[config.mk]
export PLATFORM = sky130hd
export DESIGN_NAME = flx_frame_len
export DESIGN_NICKNAME = d
export VERILOG_FILES = /design/src/rtl/flx_pkg.sv /design/src/rtl/flx_hdr_capture.sv /design/src/rtl/flx_len_decode.sv /design/src/rtl/flx_body_counter.sv /design/src/rtl/flx_frame_len.sv
export SDC_FILE = /design/constraint.sdc
export NUM_CORES = 1
export LEC_CHECK = 0
export ABC_AREA = 1
export BUFFER_PORTS_ARGS = -buffer_cell sky130_fd_sc_hd__buf_2
export CORE_AREA = 5 5 156 120
export CTS_CLUSTER_SIZE = 10
export DETAILED_ROUTE_END_ITERATION = 10
export DIE_AREA = 0 0 161 125
export GPL_TIMING_DRIVEN = 0
export PLACE_DENSITY_LB_ADDON = 0.25
export SKIP_CTS_REPAIR_TIMING = 1
export SLEW_MARGIN = 20
export SYNTH_ARGS = -nofsm -noshare
export SYNTH_HDL_FRONTEND = slang
export SYNTH_HIERARCHICAL = 1
export SYNTH_SLANG_ARGS = --single-unit
export TNS_END_PERCENT = 10
[constraint.sdc]
create_clock -name clk -period 16.5 [get_ports clk]
set_input_delay 4.95 -clock clk [delete_from_list [all_inputs] [get_ports clk]]
set_output_delay 4.95 -clock clk [all_outputs]
set_load 0.01 [all_outputs]
[src/rtl/flx_pkg.sv]
package flx_pkg;
    localparam int FLX_MAX_HDR_DEF = 4;
    localparam int FLX_LEN_W_DEF   = 12;
    localparam int FLX_CRC_W_DEF   = 3;

    typedef enum logic [1:0] {
        PH_IDLE = 2'd0,
        PH_HDR  = 2'd1,
        PH_BODY = 2'd2
    } flx_phase_e;

    function automatic int flx_idx_w(input int n);
        return (n > 1) ? $clog2(n) : 1;
    endfunction
endpackage

[src/rtl/flx_hdr_capture.sv]
module flx_hdr_capture #(
    parameter int MAX_HDR = 4,
    parameter int IDX_W   = 2,
    localparam int HB     = 8 * MAX_HDR
) (
    input  logic             clk,
    input  logic             rst,
    input  logic             wr_en,
    input  logic             clear,
    input  logic [IDX_W-1:0] wr_idx,
    input  logic [7:0]       data,
    output logic [HB-1:0]    hdr_now
);
    logic [HB-1:0] hdr_q;

    // Stored bytes merged with the byte arriving now, so the final
    // header byte can be decoded in the cycle it appears.
    always_comb begin
        hdr_now = clear ? '0 : hdr_q;
        if (wr_en) hdr_now[wr_idx*8 +: 8] = data;
    end

    always_ff @(posedge clk) begin
        if (rst)        hdr_q <= '0;
        else if (wr_en) hdr_q <= hdr_now;
    end

    // a start-of-frame byte wipes every earlier header byte
    assert_sof_clears_R9: assert property (@(posedge clk) disable iff (rst)
        (wr_en && clear && wr_idx == '0) |=> (hdr_q[HB-1:8] == '0));
endmodule

[src/rtl/flx_len_decode.sv]
module flx_len_decode #(
    parameter int MAX_HDR = 4,
    parameter int LEN_W   = 12,
    parameter int CRC_W   = 3,
    localparam int HB     = 8 * MAX_HDR,
    localparam int POS_W  = $clog2(HB),
    localparam int BITS_W = $clog2(LEN_W + 1)
) (
    input  logic [HB-1:0]     hdr,
    input  logic [POS_W-1:0]  cfg_pos,
    input  logic [BITS_W-1:0] cfg_bits,
    input  logic              cfg_msb,
    input  logic              cfg_crc_incl,
    input  logic [CRC_W-1:0]  cfg_crc_bytes,
    input  logic [LEN_W-1:0]  cfg_max,
    output logic [LEN_W-1:0]  len_val,
    output logic              over,
    output logic [LEN_W:0]    body
);
    always_comb begin
        len_val = '0;
        for (int j = 0; j < LEN_W; j++) begin
            if (j < int'(cfg_bits) && (int'(cfg_pos) + j) < HB) begin
                if (cfg_msb) len_val[int'(cfg_bits) - 1 - j] = hdr[int'(cfg_pos) + j];
                else         len_val[j]                       = hdr[int'(cfg_pos) + j];
            end
        end
    end

    always_comb begin
        over = (len_val > cfg_max);
        body = {1'b0, len_val} + (cfg_crc_incl ? '0 : (LEN_W+1)'(cfg_crc_bytes));
    end
endmodule

[src/rtl/flx_body_counter.sv]
module flx_body_counter #(
    parameter int CNT_W = 13
) (
    input  logic             clk,
    input  logic             rst,
    input  logic             load,
    input  logic [CNT_W-1:0] load_val,
    input  logic             dec,
    output logic [CNT_W-1:0] rem
);
    always_ff @(posedge clk) begin
        if (rst)       rem <= '0;
        else if (load) rem <= load_val;
        else if (dec)  rem <= rem - CNT_W'(1);
    end

    // each accepted body byte removes exactly one from the count
    assert_count_step_R10: assert property (@(posedge clk) disable iff (rst)
        (dec && !load) |=> (rem == $past(rem) - CNT_W'(1)));

    // the count never wraps below zero
    assert_no_underflow_R6: assert property (@(posedge clk) disable iff (rst)
        dec |-> (rem != '0));
endmodule

[src/rtl/flx_frame_len.sv]
module flx_frame_len #(
    parameter int MAX_HDR  = flx_pkg::FLX_MAX_HDR_DEF,
    parameter int LEN_W    = flx_pkg::FLX_LEN_W_DEF,
    parameter int CRC_W    = flx_pkg::FLX_CRC_W_DEF,
    localparam int IDX_W   = flx_pkg::flx_idx_w(MAX_HDR),
    localparam int POS_W   = $clog2(8 * MAX_HDR),
    localparam int BITS_W  = $clog2(LEN_W + 1)
) (
    input  logic              clk,
    input  logic              rst,
    input  logic              in_valid,
    input  logic              in_sof,
    input  logic [7:0]        in_data,
    input  logic [BITS_W-1:0] cfg_len_bits,
    input  logic [POS_W-1:0]  cfg_len_pos,
    input  logic [IDX_W:0]    cfg_hdr_bytes,
    input  logic              cfg_msb_first,
    input  logic              cfg_crc_incl,
    input  logic [CRC_W-1:0]  cfg_crc_bytes,
    input  logic [LEN_W-1:0]  cfg_max_len,
    output logic [LEN_W-1:0]  frame_len,
    output logic              len_valid,
    output logic              last_byte,
    output logic              len_err
);
    import flx_pkg::*;

    localparam int HB    = 8 * MAX_HDR;
    localparam int CNT_W = LEN_W + 1;

    flx_phase_e       phase_q, phase_d;
    logic [IDX_W-1:0] idx_q, idx_d, cur_idx;
    logic             start, hdr_byte, hdr_final, body_byte, good;
    logic [HB-1:0]    hdr_now;
    logic [LEN_W-1:0] len_val;
    logic             over;
    logic [CNT_W-1:0] body, rem;

    always_comb begin
        start     = in_valid && in_sof;
        cur_idx   = start ? '0 : idx_q;
        hdr_byte  = in_valid && (start || phase_q == PH_HDR);
        hdr_final = hdr_byte && ({1'b0, cur_idx} == cfg_hdr_bytes - 1'b1);
        body_byte = in_valid && !start && phase_q == PH_BODY;
        good      = hdr_final && !over;
    end

    flx_hdr_capture #(.MAX_HDR(MAX_HDR), .IDX_W(IDX_W)) u_cap (
        .clk(clk), .rst(rst), .wr_en(hdr_byte), .clear(start),
        .wr_idx(cur_idx), .data(in_data), .hdr_now(hdr_now)
    );

    flx_len_decode #(.MAX_HDR(MAX_HDR), .LEN_W(LEN_W), .CRC_W(CRC_W)) u_dec (
        .hdr(hdr_now), .cfg_pos(cfg_len_pos), .cfg_bits(cfg_len_bits),
        .cfg_msb(cfg_msb_first), .cfg_crc_incl(cfg_crc_incl),
        .cfg_crc_bytes(cfg_crc_bytes), .cfg_max(cfg_max_len),
        .len_val(len_val), .over(over), .body(body)
    );

    flx_body_counter #(.CNT_W(CNT_W)) u_cnt (
        .clk(clk), .rst(rst), .load(good), .load_val(body),
        .dec(body_byte), .rem(rem)
    );

    always_comb begin
        phase_d = phase_q;
        idx_d   = idx_q;
        if (hdr_final) begin
            phase_d = (over || body == '0) ? PH_IDLE : PH_BODY;
        end else if (hdr_byte) begin
            phase_d = PH_HDR;
            idx_d   = cur_idx + 1'b1;
        end else if (body_byte && rem == CNT_W'(1)) begin
            phase_d = PH_IDLE;
        end
    end

    assign last_byte = (good && body == '0) || (body_byte && rem == CNT_W'(1));

    always_ff @(posedge clk) begin
        if (rst) begin
            phase_q   <= PH_IDLE;
            idx_q     <= '0;
            frame_len <= '0;
            len_valid <= 1'b0;
            len_err   <= 1'b0;
        end else begin
            phase_q   <= phase_d;
            idx_q     <= idx_d;
            len_valid <= good;
            len_err   <= hdr_final && over;
            if (good) frame_len <= len_val;
        end
    end

    // an oversize frame is closed and reported as error only
    assert_err_drop_R8: assert property (@(posedge clk) disable iff (rst)
        len_err |-> (phase_q == PH_IDLE && !len_valid));

    // every accepted length respects the limit
    assert_len_limit_R8: assert property (@(posedge clk) disable iff (rst)
        len_valid |-> (frame_len <= cfg_max_len));

    // the end flag only rides on a strobed byte
    assert_last_valid_R10: assert property (@(posedge clk) disable iff (rst)
        last_byte |-> in_valid);

    // an open body always has bytes outstanding
    assert_body_open_R6: assert property (@(posedge clk) disable iff (rst)
        (phase_q == PH_BODY) |-> (rem != '0));

    // start-of-frame into a multi-byte header opens header capture
    assert_sof_restart_R9: assert property (@(posedge clk) disable iff (rst)
        (start && cfg_hdr_bytes > 1) |=> (phase_q == PH_HDR));
endmodule

==> results.json, run 1 <==
{
  "syn_area_per_cell_sq_um": 5.373,
  "fin_util": 0.6309,
  "num_vias": 12679,
  "crit_slowest_cell": "fa_1",
  "min_period_over_period": 0.9711,
  "async_flop_share": 0,
  "crit_arrival_ps": 11070,
  "synth_seq_cells": 63,
  "synth.yosys.seq_area_share": 0.1259,
  "start_util": 0.5811,
  "grt_use_total": 0.3590,
  "core_area_sq_um": 17240,
  "clock_latency_ps": 340,
  "synth_area_leaders": "nand2_1, nand3_1, dfxtp_1",
  "synth_cell_type_count": 63,
  "drv_slew": 0,
  "maxCapViolCount": 0,
  "ant_nets": 0,
  "synth_fp_nets": 1953,
  "hold_start": "phase_q[1]",
  "htree_levels": 3,
  "clock_skew_ps": 5.753,
  "tightest_slew_ps": 898.3,
  "setup.worst_path.class": "in2out",
  "numCtsBuffers": 9,
  "end_kind": "primary output",
  "status": "finished clean",
  "tritoncts": "built",
  "cp-start-kind": "primary input",
  "root_buffer": "clkbuf_16",
  "first_global_vias": 11120,
  "detailedPlace.worstSlack_ps": 546.8,
  "grt.overflow.total": 0,
  "peakVddDrop_v": 0.00006936,
  "synth_top_area_frac": 0.1934,
  "rsz0062_at_grt": "no",
  "powerDensity_nw_per_um2": 63.78,
  "tns_ps": 0,
  "dr.pass1.iters": 6,
  "gp_congestion": 1.075,
  "drc": 0,
  "drt_iter0_markers": 2283,
  "die_y_microns": 125,
  "grt_pass1_wl_microns": 59050,
  "grt_max_degree": 15,
  "ys.flop_type": "dfxtp_1",
  "wl_microns": 37430,
  "wire_per_inst_microns": 17.37,
  "dieArea_sq_um": 20130,
  "slew_headroom": 0.3956,
  "port_buffers": 55,
  "syn2layout_area_growth_pct": 8.570,
  "synth_edf_count": 0,
  "max_freq_mhz": 62.41,
  "hold_path_depth": 2,
  "r2r_cells": 43,
  "rrSetupSlack_ps": 9740,
  "required_ps": 11550,
  "avgViaCountPerCell": 5.884,
  "synthTopCellsByCount": "nand2_1, nand3_1, inv_1",
  "place_hpwl_microns": 30220,
  "dieWidth_microns": 161,
  "cts_buffer_depth": 2,
  "drive_above_1_share": 0.1271,
  "worst_slack_ps": 476.7,
  "antenna_found_initial": 0,
  "io_pins": 56,
  "worst_path_largest_cell_delay_ps": 420,
  "diodes": 0,
  "cts.reportedPaths.clkPinSlew_ps": 60,
  "rows": 42,
  "min_to": "phase_q[1]",
  "critPathMaxFanout": 10,
  "fin_nets": 2019,
  "min_period_ps": 16020,
  "hp-class": "reg2reg",
  "ys.warnings.count": 6,
  "cpMostUsedCell": "nand2_1",
  "finalSetupViolCount": 0,
  "r2r-end": "u_cnt/rem[10]",
  "synth_most_common_cell": "nand2_1",
  "r2r_start": "idx_q[0]",
  "netlist_instances": 1864,
  "cts_sinks": 63,
  "whs_ps": 505.2,
  "synth_area_sq_um": 10020,
  "hold_violations": 0,
  "leakage_nw": 5.710,
  "synth_area_leader_cell": "nand2_1"
}
==> flip-flops by register name (all words and copies together) (netlist names) <==
register and flops:
frame_len 12, idx_q 2, len_err 1, len_valid 1, phase_q 2, u_cap/hdr_q 32
u_cnt/rem 13
==> worst max path at each step <==
stage,start,depth (start not counted),end
final,in_sof,47,last_byte
after detailed placement,in_sof,42,last_byte
after global placement,in_sof,47,last_byte
after floorplan,in_sof,40,last_byte
after global routing,in_sof,47,last_byte
after CTS,in_sof,42,last_byte
==> cell usage in the layout (no fill, tap or decap), types with 30 or more instances in the layout <==
| master | n |
|---|---|
| a21oi_1 | 73 |
| buf_2 | 76 |
| dfxtp_1 | 63 |
| ha_1 | 47 |
| inv_1 | 263 |
| inv_2 | 38 |
| nand2_1 | 515 |
| nand3_1 | 286 |
| nor2_1 | 236 |
| o21ai_0 | 30 |
==> metal layers <==
| layer | up-vias | routed length [microns] | track usage | share of wire |
|---|---|---|---|---|
| met5 | - | 0 | 0 | 0 |
| met2 | 877 | 14670 | 0.4998 | 0.39 |
| met4 | 0 | 910 | 0.08576 | 0.024 |
| li1 | 6097 | - | - | - |
| met1 | 5618 | 16410 | 0.5547 | 0.44 |
| met3 | 87 | 5439 | 0.08158 | 0.15 |
==> cells by family (layout without fill, tap and decap cells) <==
group                    count (synthesis)  count (layout)  share of synthesized area
AO/OA/AOI/OAI                          184             184                     0.1087
XOR/XNOR                                25              25                    0.02336
adder cells (fa/ha/maj)                 48              48                    0.06071
buffers and inverters                  357             428                     0.1455
flip-flops                              63              63                     0.1259
AND/OR/NAND/NOR                       1187            1187                     0.5358
==> where the power goes <==
| group | switching (mW) | leakage (nW) | total [mW] | internal, mW |
|---|---|---|---|---|
| sequential | 0.00545 | 0.515 | 0.166 | 0.161 |
| combinational | 0.248 | 5.06 | 0.347 | 0.0988 |
| clock | 0.0741 | 0.131 | 0.180 | 0.106 |
==> critical path: cells and delay by family <==
kind,cells,cell delay (ps)
AOI/OAI and AO/OA,4,820
and+or+nand+nor,30,2830
adders and majority gates,3,880
buffers and inverters,10,1550
==> area by class of cell <==
cell class | count | area (sq um)
multi-input combinational | 1444 | 7317
fill | 1713 | 6362
sequential | 63 | 1261
inverter | 303 | 1137
buffer | 54 | 324.1
timing repair buffer | 55 | 275.3
tap | 220 | 275.3
clock buffer | 10 | 239.0
clock inverter | 6 | 45.04
==> metrics by stage <==
| step | std cells | power, mW | cell area [sq um] |
|---|---|---|---|
| final | 2155 | 0.6936 | 10870 |
| after global routing | 2155 | 0.7359 | 10870 |
| after CTS | 2155 | 0.6797 | 10850 |
| after detailed placement | 2139 | 0.4983 | 10570 |
| after global placement | 2139 | 0.4947 | 10570 |
| after floorplan | 1864 | 0.4045 | 10020 |
No activity file was read; power rests on OpenSTA's default activity.
==> inputs of run 2 (changes only) <==
- ABC_AREA: 1 -> unset
- CORE_AREA: 5 5 156 120 -> 5 5 157 121
- DIE_AREA: 0 0 161 125 -> 0 0 162 126
- clock period: 16.5 -> 13.1 ns (I/O delays scaled with it)
==> run 2 against run 1 <==
Non-clock buffer count is 56 higher. The run now ends with setup timing left. Clock power is 20% higher. Sequential power is 21% higher. Register-to-register slack worse by 3800 ps. Critical endpoint unchanged. Die area is 1.4% higher.
==> results.json, run 2 <==
{
  "clock_latency_ps": 340,
  "maxCapViolCount": 0,
  "async_flop_share": 0,
  "tightest_slew_ps": 988.1,
  "rsz0062_at_grt": "yes",
  "syn_area_per_cell_sq_um": 7.979,
  "hp-class": "reg2reg",
  "setup.worst_path.class": "in2out",
  "hold_start": "u_cap/hdr_q[17]",
  "ant_nets": 0,
  "grt_max_degree": 16,
  "dpl.cell_count": 1502,
  "start_util": 0.5669,
  "min_period_over_period": 1.052,
  "drt_iter0_markers": 1734,
  "cts_buffer_depth": 2,
  "crit_slowest_cell": "a2111oi_4",
  "hold_violations": 0,
  "final_common_cell": "nor2_1",
  "first_global_vias": 9961,
  "multi_input_area_sq_um": 8736,
  "core_area_sq_um": 17340,
  "crit_path_start": "in_valid",
  "dpl-instance-area_sq_um": 10380,
  "final_cell_mix": "nor2_1, nand2_1, dfxtp_1",
  "status": "complete, but fails checks",
  "synth_most_common_cell": "nor2_1",
  "drv_slew": 0,
  "synth_fp_nets": 1321,
  "synth_edf_count": 0,
  "dieArea_sq_um": 20410,
  "fin_util": 0.6801,
  "io_pins": 56,
  "drive_above_1_share": 0.2736,
  "crit_arrival_ps": 9850,
  "final_cells": 1554,
  "netlist_instances": 1232,
  "drc": 0,
  "synth.yosys.seq_area_share": 0.1283,
  "crit_family": "compound AO/OA/AOI/OAI gates",
  "finalSetupViolCount": 1,
  "required_ps": 9170,
  "rrSetupSlack_ps": 5900,
  "synth_area_sq_um": 9831,
  "antenna_found_initial": 0,
  "ys.warnings.count": 6,
  "seqCellArea_sq_um": 1261,
  "wl_microns": 39540,
  "avgViaCountPerCell": 7.386,
  "powerDensity_nw_per_um2": 69.04,
  "worst_path_largest_cell_delay_ps": 480,
  "nFillCells": 1393,
  "grt_use_total": 0.3471,
  "rows": 42,
  "numCtsBuffers": 9,
  "root_buffer": "clkbuf_16",
  "dr.pass1.iters": 8,
  "port_buffers": 50,
  "peakVddDrop_v": 0.0001199,
  "tritoncts": "built",
  "cp.depth": 32,
  "cp-start-kind": "primary input",
  "max_freq_mhz": 72.55,
  "wire_per_inst_microns": 25.44,
  "clock_skew_ps": 7.901,
  "ys.flop_type": "dfxtp_1",
  "dieWidth_microns": 162,
  "violations": "setup timing",
  "r2r_start": "phase_q[0]",
  "synth_seq_cells": 63,
  "critPathMaxFanout": 6,
  "diodes": 0,
  "min_period_ps": 13780,
  "whs_ps": 468.6,
  "r2r-end": "u_cnt/rem[10]",
  "synth_area_leader_cell": "dfxtp_1",
  "final_area_sq_um": 11790,
  "num_vias": 11478,
  "leakage_nw": 4.596,
  "regMostFlops": "u_cap/hdr_q",
  "end_kind": "primary output",
  "synth_top_area_frac": 0.1283,
  "largest_reg_flops": 32,
  "worst_slack_ps": -683.4,
  "synth_area_leaders": "dfxtp_1, mux4_2, mux2i_1",
  "r2r_cells": 29,
  "cp_num_buf_inv": 7,
  "gp_congestion": 1.067,
  "reg_top3": "u_cap/hdr_q x32, u_cnt/rem x13, frame_len x12",
  "grt_pass1_wl_microns": 56960,
  "synth_cell_type_count": 116,
  "grt.overflow.total": 0,
  "cts.reportedPaths.clkPinSlew_ps": 60,
  "htree_levels": 3,
  "synthTopCellsByCount": "nor2_1, nand2_1, dfxtp_1",
  "cts_sinks": 63,
  "fin_nets": 1418,
  "die_y_microns": 126,
  "syn2layout_area_growth_pct": 19.97,
  "endpoint": "last_byte",
  "place_hpwl_microns": 28260,
  "slew_headroom": 0.3343,
  "tns_ps": -683.4
}
run 2: layout make-up:
type | count | share of cell area
clock inverter | 6 | 0.003819
multi-input combinational | 1044 | 0.7407
clock buffer | 10 | 0.01941
tap | 220 | 0.02334
buffer | 76 | 0.04106
timing repair buffer | 89 | 0.04848
sequential | 63 | 0.1069
inverter | 46 | 0.01623
run 2: logic make-up after synthesis:
logic type / after synthesis / share of synthesized area
AND/OR/NAND/NOR: 504 / 0.2818
AO/OA/AOI/OAI: 338 / 0.2589
buffers and inverters: 125 / 0.06389
multiplexers: 110 / 0.1611
flip-flops: 63 / 0.1283
adder cells (fa/ha/maj): 48 / 0.06186
XOR/XNOR: 44 / 0.04416
run 2: report_power, final:
group          total [mW]  internal, mW  switching [mW]
combinational       0.397         0.152           0.245
clock               0.216         0.129          0.0876
sequential          0.201         0.197         0.00469
total               0.814         0.477           0.337
run 2: metrics by stage:
| stage | worst slack (ps) | power (mW) |
|---|---|---|
| 3_5_place_dp | -1414 | 0.5261 |
| 2_1_floorplan | 11.82 | 0.4365 |
| 5_1_grt | -923.0 | 0.8442 |
| 6_report | -683.4 | 0.8142 |
| 4_1_cts | -1458 | 0.7426 |
| 3_3_place_gp | -1653 | 0.5241 |
run 2: how the worst min path moves through the flow:
| stage | to | depth (start not counted) |
|---|---|---|
| after floorplan | u_cap/hdr_q[16] | 2 |
| after global placement | u_cap/hdr_q[25] | 2 |
| after detailed placement | u_cap/hdr_q[23] | 2 |
| after CTS | u_cap/hdr_q[23] | 2 |
| after global routing | u_cap/hdr_q[17] | 2 |
| final | u_cap/hdr_q[17] | 2 |
run 2: per-layer routing:
layer	vias to the layer above	track usage	wire, microns
met2	981	0.4872	16210
li1	4957	-	-
met1	5381	0.5131	15970
met4	0	0.1104	1527
met3	159	0.09569	5835
met5	-	0	0
run 2: worst register-to-register path: cells and delay by family (launching register included):
kind	cells	cell delay, ps
flops	1	330
mux	2	640
compound gates	8	2380
simple gates	12	2020
buf+inv	6	1430
fa+ha+maj	1	360
